--- src/rtl/crr_pkg.sv ---
package crr_pkg;
  localparam int DW     = 32;
  localparam int N_CLK  = 3;
  localparam int CLK_BASE = 8;

  localparam logic [DW-1:0] PLL_STAT_VAL = 32'h0000_003f;
  localparam logic [DW-1:0] CPU_RST_VAL  = 32'h0000_3d0f;
  localparam logic [DW-1:0] CPU_RSVD     = 32'hffff_c2f0;

  localparam logic [DW-1:0] CLK_RST  [N_CLK] = '{32'h0001_2c09, 32'h0000_0000, 32'h0100_2300};
  localparam logic [DW-1:0] CLK_RSVD [N_CLK] = '{32'hf88c_80f6, 32'h0180_1210, 32'hfec0_c0f8};

  typedef enum logic [2:0] {
    SEL_NONE, SEL_STAT, SEL_MASK, SEL_EN, SEL_DIS, SEL_PSTAT, SEL_CPU, SEL_CLK
  } sel_e;
endpackage

--- src/rtl/crr_decode.sv ---
module crr_decode
  import crr_pkg::*;
#(
  parameter int ADDR_W = 8,
  localparam int IDX_W = ADDR_W - 2,
  localparam int CI_W  = (N_CLK > 1) ? $clog2(N_CLK) : 1
) (
  input  logic [ADDR_W-1:0] addr_i,
  input  logic [3:0]        be_i,
  output sel_e              sel_o,
  output logic [CI_W-1:0]   clk_idx_o,
  output logic              ok_o
);
  logic [IDX_W-1:0] idx, rel;

  assign idx = addr_i[ADDR_W-1:2];
  assign rel = idx - IDX_W'(CLK_BASE);
  assign clk_idx_o = rel[CI_W-1:0];

  always_comb begin
    sel_o = SEL_NONE;
    if (idx >= IDX_W'(CLK_BASE) && idx < IDX_W'(CLK_BASE + N_CLK)) sel_o = SEL_CLK;
    else begin
      case (idx)
        IDX_W'(0): sel_o = SEL_STAT;
        IDX_W'(1): sel_o = SEL_MASK;
        IDX_W'(2): sel_o = SEL_EN;
        IDX_W'(3): sel_o = SEL_DIS;
        IDX_W'(4): sel_o = SEL_PSTAT;
        IDX_W'(5): sel_o = SEL_CPU;
        default:   sel_o = SEL_NONE;
      endcase
    end
  end

  // word-only: full byte enables, aligned, decoded
  assign ok_o = (be_i == 4'hf) && (addr_i[1:0] == 2'b00) && (sel_o != SEL_NONE);
endmodule

--- src/rtl/crr_irq.sv ---
module crr_irq (
  input  logic clk_i,
  input  logic rst_ni,
  input  logic evt_i,
  input  logic clr_i,
  input  logic en_i,
  input  logic dis_i,
  output logic status_o,
  output logic mask_o,
  output logic irq_o
);
  always_ff @(posedge clk_i or negedge rst_ni) begin
    if (!rst_ni) begin
      status_o <= 1'b0;
      mask_o   <= 1'b1;
    end else begin
      if (evt_i)      status_o <= 1'b1;   // set beats clear
      else if (clr_i) status_o <= 1'b0;
      if (dis_i)      mask_o <= 1'b1;
      else if (en_i)  mask_o <= 1'b0;
    end
  end

  assign irq_o = status_o & ~mask_o;

  a_r3_set_wins: assert property (@(posedge clk_i) disable iff (!rst_ni)
    evt_i |=> status_o);
  a_r3_clear: assert property (@(posedge clk_i) disable iff (!rst_ni)
    (clr_i && !evt_i) |=> !status_o);
  a_r5_enable: assert property (@(posedge clk_i) disable iff (!rst_ni)
    (en_i && !dis_i) |=> !mask_o);
  a_r5_disable: assert property (@(posedge clk_i) disable iff (!rst_ni)
    dis_i |=> mask_o);
endmodule

--- src/rtl/crr_core_rst.sv ---
module crr_core_rst
  import crr_pkg::*;
#(
  parameter int N_CORE = 4
) (
  input  logic              clk_i,
  input  logic              rst_ni,
  input  logic              we_i,
  input  logic [DW-1:0]     wdata_i,
  output logic [DW-1:0]     value_o,
  output logic [N_CORE-1:0] off_o,
  output logic [N_CORE-1:0] on_o
);
  logic [DW-1:0] nxt;
  assign nxt = wdata_i & ~CPU_RSVD;

  always_ff @(posedge clk_i or negedge rst_ni) begin
    if (!rst_ni) begin
      value_o <= CPU_RST_VAL;
      off_o   <= '0;
      on_o    <= '0;
    end else begin
      off_o <= '0;
      on_o  <= '0;
      if (we_i) begin
        value_o <= nxt;
        off_o   <= nxt[N_CORE-1:0] & ~value_o[N_CORE-1:0];
        on_o    <= ~nxt[N_CORE-1:0] & value_o[N_CORE-1:0];
      end
    end
  end

  a_r10_off_single: assert property (@(posedge clk_i) disable iff (!rst_ni)
    (|off_o) |=> ((off_o & $past(off_o)) == '0));
  a_r10_on_single: assert property (@(posedge clk_i) disable iff (!rst_ni)
    (|on_o) |=> ((on_o & $past(on_o)) == '0));
  a_r10_off_state: assert property (@(posedge clk_i) disable iff (!rst_ni)
    ((off_o & ~value_o[N_CORE-1:0]) == '0));
  a_r10_on_state: assert property (@(posedge clk_i) disable iff (!rst_ni)
    ((on_o & value_o[N_CORE-1:0]) == '0));
  a_r10_no_write_no_pulse: assert property (@(posedge clk_i) disable iff (!rst_ni)
    !we_i |=> (off_o == '0 && on_o == '0));
endmodule

--- src/rtl/crr_store.sv ---
module crr_store
  import crr_pkg::*;
#(
  parameter logic [DW-1:0] RST_VAL = '0,
  parameter logic [DW-1:0] RSVD    = '0
) (
  input  logic          clk_i,
  input  logic          rst_ni,
  input  logic          we_i,
  input  logic [DW-1:0] wdata_i,
  output logic [DW-1:0] q_o
);
  always_ff @(posedge clk_i or negedge rst_ni) begin
    if (!rst_ni)   q_o <= RST_VAL & ~RSVD;
    else if (we_i) q_o <= wdata_i & ~RSVD;
  end

  a_r9_rsvd_zero: assert property (@(posedge clk_i) disable iff (!rst_ni)
    we_i |=> ((q_o & RSVD) == '0));
endmodule

--- src/rtl/crr_regblk.sv ---
module crr_regblk
  import crr_pkg::*;
#(
  parameter int ADDR_W = 8,
  parameter int N_CORE = 4
) (
  input  logic              clk_i,
  input  logic              rst_ni,
  input  logic              req_i,
  input  logic              we_i,
  input  logic [ADDR_W-1:0] addr_i,
  input  logic [3:0]        be_i,
  input  logic [DW-1:0]     wdata_i,
  output logic              rsp_valid_o,
  output logic [DW-1:0]     rdata_o,
  output logic              err_o,
  input  logic              evt_i,
  output logic              irq_o,
  output logic [N_CORE-1:0] core_off_o,
  output logic [N_CORE-1:0] core_on_rst_o
);
  localparam int CI_W = (N_CLK > 1) ? $clog2(N_CLK) : 1;

  sel_e            sel;
  logic [CI_W-1:0] clk_idx;
  logic            ok, wr;
  logic            status, mask;
  logic [DW-1:0]   cpu_val, rd_mux;
  logic [DW-1:0]   clk_q [N_CLK];

  crr_decode #(.ADDR_W(ADDR_W)) u_dec (
    .addr_i(addr_i), .be_i(be_i), .sel_o(sel), .clk_idx_o(clk_idx), .ok_o(ok)
  );

  assign wr = req_i & we_i & ok;

  crr_irq u_irq (
    .clk_i(clk_i), .rst_ni(rst_ni), .evt_i(evt_i),
    .clr_i(wr && sel == SEL_STAT && wdata_i[0]),
    .en_i (wr && sel == SEL_EN   && wdata_i[0]),
    .dis_i(wr && sel == SEL_DIS  && wdata_i[0]),
    .status_o(status), .mask_o(mask), .irq_o(irq_o)
  );

  crr_core_rst #(.N_CORE(N_CORE)) u_core (
    .clk_i(clk_i), .rst_ni(rst_ni), .we_i(wr && sel == SEL_CPU),
    .wdata_i(wdata_i), .value_o(cpu_val), .off_o(core_off_o), .on_o(core_on_rst_o)
  );

  for (genvar g = 0; g < N_CLK; g++) begin : g_clk
    crr_store #(.RST_VAL(CLK_RST[g]), .RSVD(CLK_RSVD[g])) u_store (
      .clk_i(clk_i), .rst_ni(rst_ni),
      .we_i(wr && sel == SEL_CLK && clk_idx == CI_W'(g)),
      .wdata_i(wdata_i), .q_o(clk_q[g])
    );
  end

  always_comb begin
    case (sel)
      SEL_STAT:  rd_mux = {{(DW-1){1'b0}}, status};
      SEL_MASK:  rd_mux = {{(DW-1){1'b0}}, mask};
      SEL_PSTAT: rd_mux = PLL_STAT_VAL;
      SEL_CPU:   rd_mux = cpu_val;
      SEL_CLK:   rd_mux = clk_q[clk_idx];
      default:   rd_mux = '0;
    endcase
  end

  always_ff @(posedge clk_i or negedge rst_ni) begin
    if (!rst_ni) begin
      rsp_valid_o <= 1'b0;
      err_o       <= 1'b0;
      rdata_o     <= '0;
    end else begin
      rsp_valid_o <= req_i;
      err_o       <= req_i & ~ok;
      rdata_o     <= (req_i && !we_i && ok) ? rd_mux : '0;
    end
  end

  a_r8_answer: assert property (@(posedge clk_i) disable iff (!rst_ni)
    req_i |=> rsp_valid_o);
  a_r8_no_spurious: assert property (@(posedge clk_i) disable iff (!rst_ni)
    !req_i |=> (!rsp_valid_o && !err_o));
  a_r7_err_zero: assert property (@(posedge clk_i) disable iff (!rst_ni)
    err_o |-> (rdata_o == '0));
  a_r6_bad_be_err: assert property (@(posedge clk_i) disable iff (!rst_ni)
    (req_i && be_i != 4'hf) |=> err_o);
  a_r2_irq_needs_status: assert property (@(posedge clk_i) disable iff (!rst_ni)
    $rose(irq_o) |-> ($past(evt_i) || $past(wr && sel == SEL_EN)));
endmodule

--- config.mk ---
export PLATFORM = sky130hd
export DESIGN_NAME = crr_regblk
export DESIGN_NICKNAME = d
export VERILOG_FILES = /design/src/rtl/crr_pkg.sv /design/src/rtl/crr_decode.sv /design/src/rtl/crr_irq.sv /design/src/rtl/crr_core_rst.sv /design/src/rtl/crr_store.sv /design/src/rtl/crr_regblk.sv
export SDC_FILE = /design/constraint.sdc
export NUM_CORES = 1
export LEC_CHECK = 0
export CAP_MARGIN = 20
export CORE_ASPECT_RATIO = 1.4
export CORE_MARGIN = 5
export CORE_UTILIZATION = 50
export DETAILED_ROUTE_END_ITERATION = 8
export PLACE_DENSITY = 0.85
export SLEW_MARGIN = 20
export SYNTH_ARGS = -nofsm -noshare
export SYNTH_HDL_FRONTEND = slang
export SYNTH_SLANG_ARGS = --single-unit
export TNS_END_PERCENT = 50
--- constraint.sdc ---
create_clock -name clk_i -period 1.95 [get_ports clk_i]
set_clock_uncertainty 0.2 [all_clocks]
set_input_delay 0.195 -clock clk_i [delete_from_list [all_inputs] [get_ports clk_i]]
set_output_delay 0.195 -clock clk_i [all_outputs]
set_load 0.01 [all_outputs]
==> summary.txt, run 1 <==
Outcome
  – Status: completed

Placed design
  – Dpl cell area: between 5000 and 6000 sq um
  – Dpl hpwl: approximately 7400 um
  – Buffers on Ports: 88
  – Gpl congestion: between 0.8 and 0.9
  – Pre-CTS setup slack: -0.308 ns

Final layout
  – Core Util, Final: 69.1%
  – Fillcell total: 603
  – Inserted Diodes: 0
  – Nets: ~500
  – Syn-to-layout area delta: 35.6%
  – Commonest non-fill, non-tap cell in the layout: dfrtp_1
  – Layout cells sized above 1: 34.5%
  – Most frequent cells in the layout: dfrtp_1 (92), clkdlybuf4s50_1 (87), mux2_2 (72), buf_4 (37), nor2_1 (23)
  – Fin area: 6240 sq um

Critical path
  – Worst setup EP type: register
  – Reg2Reg Setup Slack: 0.31 ns
  – Startpoint class of the critical path: primary input
  – Worst path required time: 1.99 ns
  – Reg-to-Reg Start: u_irq.mask_o
  – Worst Path Arrival: 1.89 ns
  – Reg2Reg Depth: 4
  – Reg-to-reg critical path endpoint: rdata_o[0]
  – Crit path kind: primary input to register
  – Worst-path fanout max: 17

Synthesis
  – Synth cell types: 39
  – FFs w/ async S/R, synth: 100%
  – Post-Synth Adder-Cell Area: 0%
  – Synth Area in Simple Gates: 11.1%
  – Register area share after synthesis: 61.5%
  – Top FF cell, synth: dfrtp_1
  – Post-synth EDFFs: 0
  – Avg Inst Size Synth: 13.7 sq um
  – Syn. warnings: 0
  – Post-synthesis compound-gate area fraction: 4.05%
  – Cell count after synthesis: ~340
  – Synth top area share: 50.1%
  – Mapped Nets: roughly 380
  – Synth Cell Area: ~4600 sq um
  – Synth Area in XOR/XNOR: 0%
  – FF+latch count, synth: 112
  – Largest family of logic cells by synthesized area: multiplexers
  – Leading area contributor after synthesis: dfrtp_1
  – Post-synthesis mux area share: 21.1%
  – Synth top area cells: dfrtp_1 (50%), mux2_2 (18%), dfstp_2 (11%)

STA
  – Max Slew Vio Count: 0
  – Fin crit period: 1.85 ns
  – Crit share post-route: 94.8%
  – Final Worst Setup Slack: 0.100 ns
  – Final Hold Fails: 0
  – Max Fclk: 0.541 GHz
  – Setup-failing EPs final: 0

Power and ir drop
  – Power Density: 722 nW/um^2
  – Leakage: 2.89 nW
  – Peak supply drop: between 0.0006 and 0.0007 V

Route
  – Via density: 5.48
  – WL final: around 10,000 um
  – Routed len/inst: 18.2 um
  – Routed Antenna Nets: 0
  – Remaining DRCs: 0
  – Drt pass-1 iters: 4
  – Initial DRC count: roughly 240
  – Via count: 3,138

Worst hold path
  – Worst Hold Class: primary input to async pin

CTS
  – CTS tree: yes
  – Root buffer cell: clkbuf_16
  – Number of H-tree levels: 3
  – Reg clk slew, reported paths: 0.07 ns
  – Clk buf depth: 2
  – Worst-Skew Late Latency: around 0.35 ns
  – TritonCTS buffer count: 9
  – Clock sink total: about 110

GRT
  – Tot GR Track Use: between 10% and 20%
  – Largest net degree at the start of global routing: 64
  – Met3 GRT Util: 5.84%
  – Initial antenna violation count: 0
  – GRT Residual Overflow: 0
  – M1 GR Usage: 22.5%
  – GR met2 Demand/Resource: between 30 and 40%
  – First-pass GRT wire length: 17,100 um
  – Most Crowded Layer GR: met2
  – Vias in the first global route: roughly 3,400

Die
  – Number of placed I/O pins: 92
  – Die Height: ~120 um
  – Die Footprint: about 11,000 sq um
  – Site Rows: 41
  – Chip width: between 90 and 100 um
  – Core box area: 9030 sq um
  – Initial Util: 50.9%

Run
  – # Max-Cap Violations: 0
[timing repair]
| item | CTS | global route |
|---|---|---|
| hold buffers | 1 | 0 |
| buffers inserted | 0 | 0 |
| endpoints found under the hold margin | 112 | 0 |
| gates resized for setup | 0 | 3 |
| endpoints found under the setup margin | 0 | 5 |
[cells in the mapped netlist (3+ instances only)]
cell type,count
dfrtp_1,92
mux2_2,72
nor2_1,23
dfstp_2,20
mux2i_1,16
nand2_1,14
a21oi_1,9
and2_1,8
nor3b_1,7
a22oi_1,6
nor3_1,6
o21ai_0,6
buf_2,5
nand3b_1,5
nor2b_1,5
nand4_1,4
a31oi_1,3
buf_1,3
buf_6,3
clkbuf_1,3
[cells by family after synthesis]
| kind of cell | Yosys count |
|---|---|
| flops | 112 |
| simple gates | 87 |
| mux | 88 |
| buf+inv | 17 |
| compound gates | 30 |
| other cells | 1 |
[per-layer routing]
metal	share of wire, %	wire length (um)
met1	38	3960
met2	53	5560
met3	6.2	649
met4	2.7	280
met5	0	0
[area by class of cell]
class                      count  area (sq um)  share of cell area, %
timing repair buffer         131          1280                   20.5
clock buffer                  12           256                   4.11
multi-input combinational    206          1680                   27.0
tap                          107           134                   2.15
sequential                   112          2830                   45.3
clock inverter                 4          51.3                  0.823
inverter                       1          3.75                 0.0602
[power by group]
| part | total (mW) | internal [mW] | switching, mW |
|---|---|---|---|
| clock | 1.88 | 1.07 | 0.809 |
| sequential | 2.33 | 2.33 | 0.00249 |
| combinational | 0.294 | 0.154 | 0.140 |
[metrics by stage]
stage	power [mW]	std cells	TNS [ns]	hold slack [ns]
4_1_cts	4.52	573	0	0.184
6_report	4.50	573	0	0.173
3_5_place_dp	2.67	556	-22.77	0.0155
3_3_place_gp	2.66	556	-18.25	0.00834
2_1_floorplan	2.44	335	0	-0.301
5_1_grt	4.66	573	-0.0177	0.220
[critical path, stage by stage]
cell	delay (ns)
clkdlybuf4s50_1	0.46
nand4_1	0.17
nor4_4	0.26
buf_4	0.21
nand3_2	0.11
buf_12	0.18
mux2_2	0.29
[sequential cells by signal, summed over array words and instances (netlist names)]
signal	flops
u_irq.status_o	1
err_o	1
u_core.value_o	9
u_irq.mask_o	1
rdata_o	31
rsp_valid_o	1
u_core.on_o	4
u_core.off_o	4
g_clk.u_store.q_o	60
[worst max path at each step]
stage	endpoint	startpoint	slack (ns)	depth (start not counted)
final	g_clk[0].u_store.q_o[26]	be_i[3]	0.10	7
after global routing	rdata_o[1]	be_i[2]	-0.02	8
after CTS	rdata_o[17]	addr_i[7]	0.003	6
after detailed placement	rdata_o[1]	be_i[3]	-0.31	8
after global placement	u_core.value_o[11]	be_i[3]	-0.21	6
after floorplan	g_clk[1].u_store.q_o[0]	addr_i[4]	0.08	6
Power figures use the tool's default switching activity.
==> run 2: changes to the inputs <==
CORE_MARGIN = not set   (was 5)
==> run 2 against run 1 <==
Effect of this change:
- total power rose by 1.6%
- hold slack worse by 0.0038 ns
- maximum frequency fell by 1.8%
- via count grew 0.22%
- global-route usage up 2.9 points
- die area is 15% lower
==> summary.txt, run 2 (synthesized netlist as in run 1, its figures left out) <==
GRT
  – Initial antenna violation count: 0
  – Vias in the first global route: ~3,400
  – First-pass GRT wire length: 16,700 um
  – Tot GR Track Use: 22.5%
  – GRT Residual Overflow: 0
  – Largest net degree at the start of global routing: 42

Route
  – Routed Antenna Nets: 0
  – Initial DRC count: 194
  – Via count: 3,145
  – Drt pass-1 iters: 5
  – Via density: roughly 5.5
  – Routed len/inst: 17.6 um
  – Remaining DRCs: 0
  – WL final: 10,100 um

STA
  – Max Slew Vio Count: 0
  – Max Fclk: 0.531 GHz
  – Crit share post-route: between 90% and 100%
  – Least-Margin Pin Slew: around 0.53 ns
  – Slew headroom: around 64%
  – Unrepaired setup endpoints after global routing: true
  – Fin crit period: ~1.9 ns
  – Setup-failing EPs final: 0
  – Final Hold Fails: 0
  – Setup TNS: 0 ns

Final layout
  – Nets: 511
  – Top flop regs: g_clk.u_store.q_o x60, rdata_o x31, u_core.value_o x9
  – Syn-to-layout area delta: 35.6%
  – Commonest non-fill, non-tap cell in the layout: dfrtp_1
  – Max FFs per register: 60
  – Fillcell total: 605
  – Layout cells sized above 1: between 30% and 40%
  – Largest reg by FF count: g_clk.u_store.q_o
  – Most frequent cells in the layout: dfrtp_1 (92), clkdlybuf4s50_1 (87), mux2_2 (72), buf_4 (39), nor2_1 (23)
  – Inserted Diodes: 0

Critical path
  – Reg-to-reg critical path endpoint: rdata_o[0]
  – Startpoint class of the critical path: primary input
  – Reg2Reg Depth: 4
  – CP Depth: 6
  – Worst setup EP type: register
  – Max incr delay on CP: 0.69 ns
  – CP top delay family: simple AND/OR/NAND/NOR gates
  – Worst-path fanout max: 5
  – Reg2Reg Setup Slack: 0.24 ns
  – Crit path cell chain: clkdlybuf4s50_1 -> or4b_2 -> a21oi_1 -> nand2_2 -> buf_4 -> nor2_1
  – Worst Path Arrival: roughly 2.0 ns
  – Reg-to-Reg Start: u_irq.mask_o
  – Slowest CP cell: or4b_2
  – Crit path kind: primary input to register
  – Worst path required time: 2.03 ns
  – Worst Path Buf+Inv: 2

CTS
  – Post CTS Setup Buffer Count: 0
  – Clk buf depth: 2
  – Root buffer cell: clkbuf_16
  – CTS tree: yes
  – Worst-Skew Late Latency: 0.35 ns
  – Number of H-tree levels: 3
  – Reg clk slew, reported paths: 0.07 ns
  – Clock sink total: 112
  – TritonCTS buffer count: 9

Die
  – Die Footprint: approximately 9600 sq um
  – Core box area: 8980 sq um
  – Initial Util: 51.2%
  – Number of placed I/O pins: 92
  – Die Height: 115 um
  – Site Rows: 41
  – Chip width: 83.1 um

Power and ir drop
  – Total power: 4.58 mW
  – Power Density: 734 nW/um^2
  – Peak supply drop: 0.000517 V
  – Leakage: 2.90 nW

Placed design
  – Buffers on Ports: just under 90
  – Dpl hpwl: 7160 um
  – Gpl congestion: 0.850

Worst hold path
  – Worst Hold Class: primary input to async pin

Run
  – # Max-Cap Violations: 0

Outcome
  – Status: completed
## run 2: where the power goes
part	internal [mW]	switching, mW	total, mW
logic	0.148	0.138	0.286
registers	2.33	0.00238	2.33
clock network	1.16	0.797	1.96
## run 2: through the flow
stage / util, % / setup slack, ns / cell area, sq um / hold WS (ns) / std cells
after CTS: 69.3 / 0.0424 / 6220 / 0.188 / 574
after global routing: 69.5 / -0.0232 / 6240 / 0.221 / 574
after detailed placement: 65.6 / -0.333 / 5890 / 0.0227 / 557
after floorplan: - / 0.0752 / 4600 / -0.301 / 335
after global placement: 65.6 / -0.287 / 5890 / -0.00587 / 557
final: 69.5 / 0.0664 / 6240 / 0.170 / 574
## run 2: how the worst max path moves through the flow
stage                         start                       to  slack (ns)
after floorplan           addr_i[4]  g_clk[1].u_store.q_o[0]        0.08
after global placement    addr_i[5]              rdata_o[17]       -0.29
after detailed placement  addr_i[4]              rdata_o[20]       -0.33
after CTS                 addr_i[4]              rdata_o[20]        0.04
after global routing      addr_i[4]              rdata_o[17]       -0.02
final                     addr_i[4]              rdata_o[20]        0.07
## run 2: repair_timing
| item | CTS | global route |
|---|---|---|
| hold buffers | 1 | 0 |
| hold endpoints to repair | 29 | 0 |
| setup endpoints to repair | 0 | 28 |
| gates resized for setup | 0 | 5 |
## run 2: per-layer routing
layer / part of all wire, % / track usage, % / wire [um]
met1: 41 / 27.0 / 4100
met2: 54 / 39.8 / 5410
met3: 4.0 / 3.85 / 399
met4: 1.8 / 10.8 / 183
met5: 0 / 0 / 0
## run 2: final cells by class
cell class / count / area [sq um] / area share, %
inverter: 1 / 3.75 / 0.0602
clock buffer: 11 / 243 / 3.89
clock inverter: 5 / 81.3 / 1.30
tap: 107 / 134 / 2.15
multi-input combinational: 206 / 1680 / 27.0
timing repair buffer: 132 / 1260 / 20.3
sequential: 112 / 2830 / 45.3
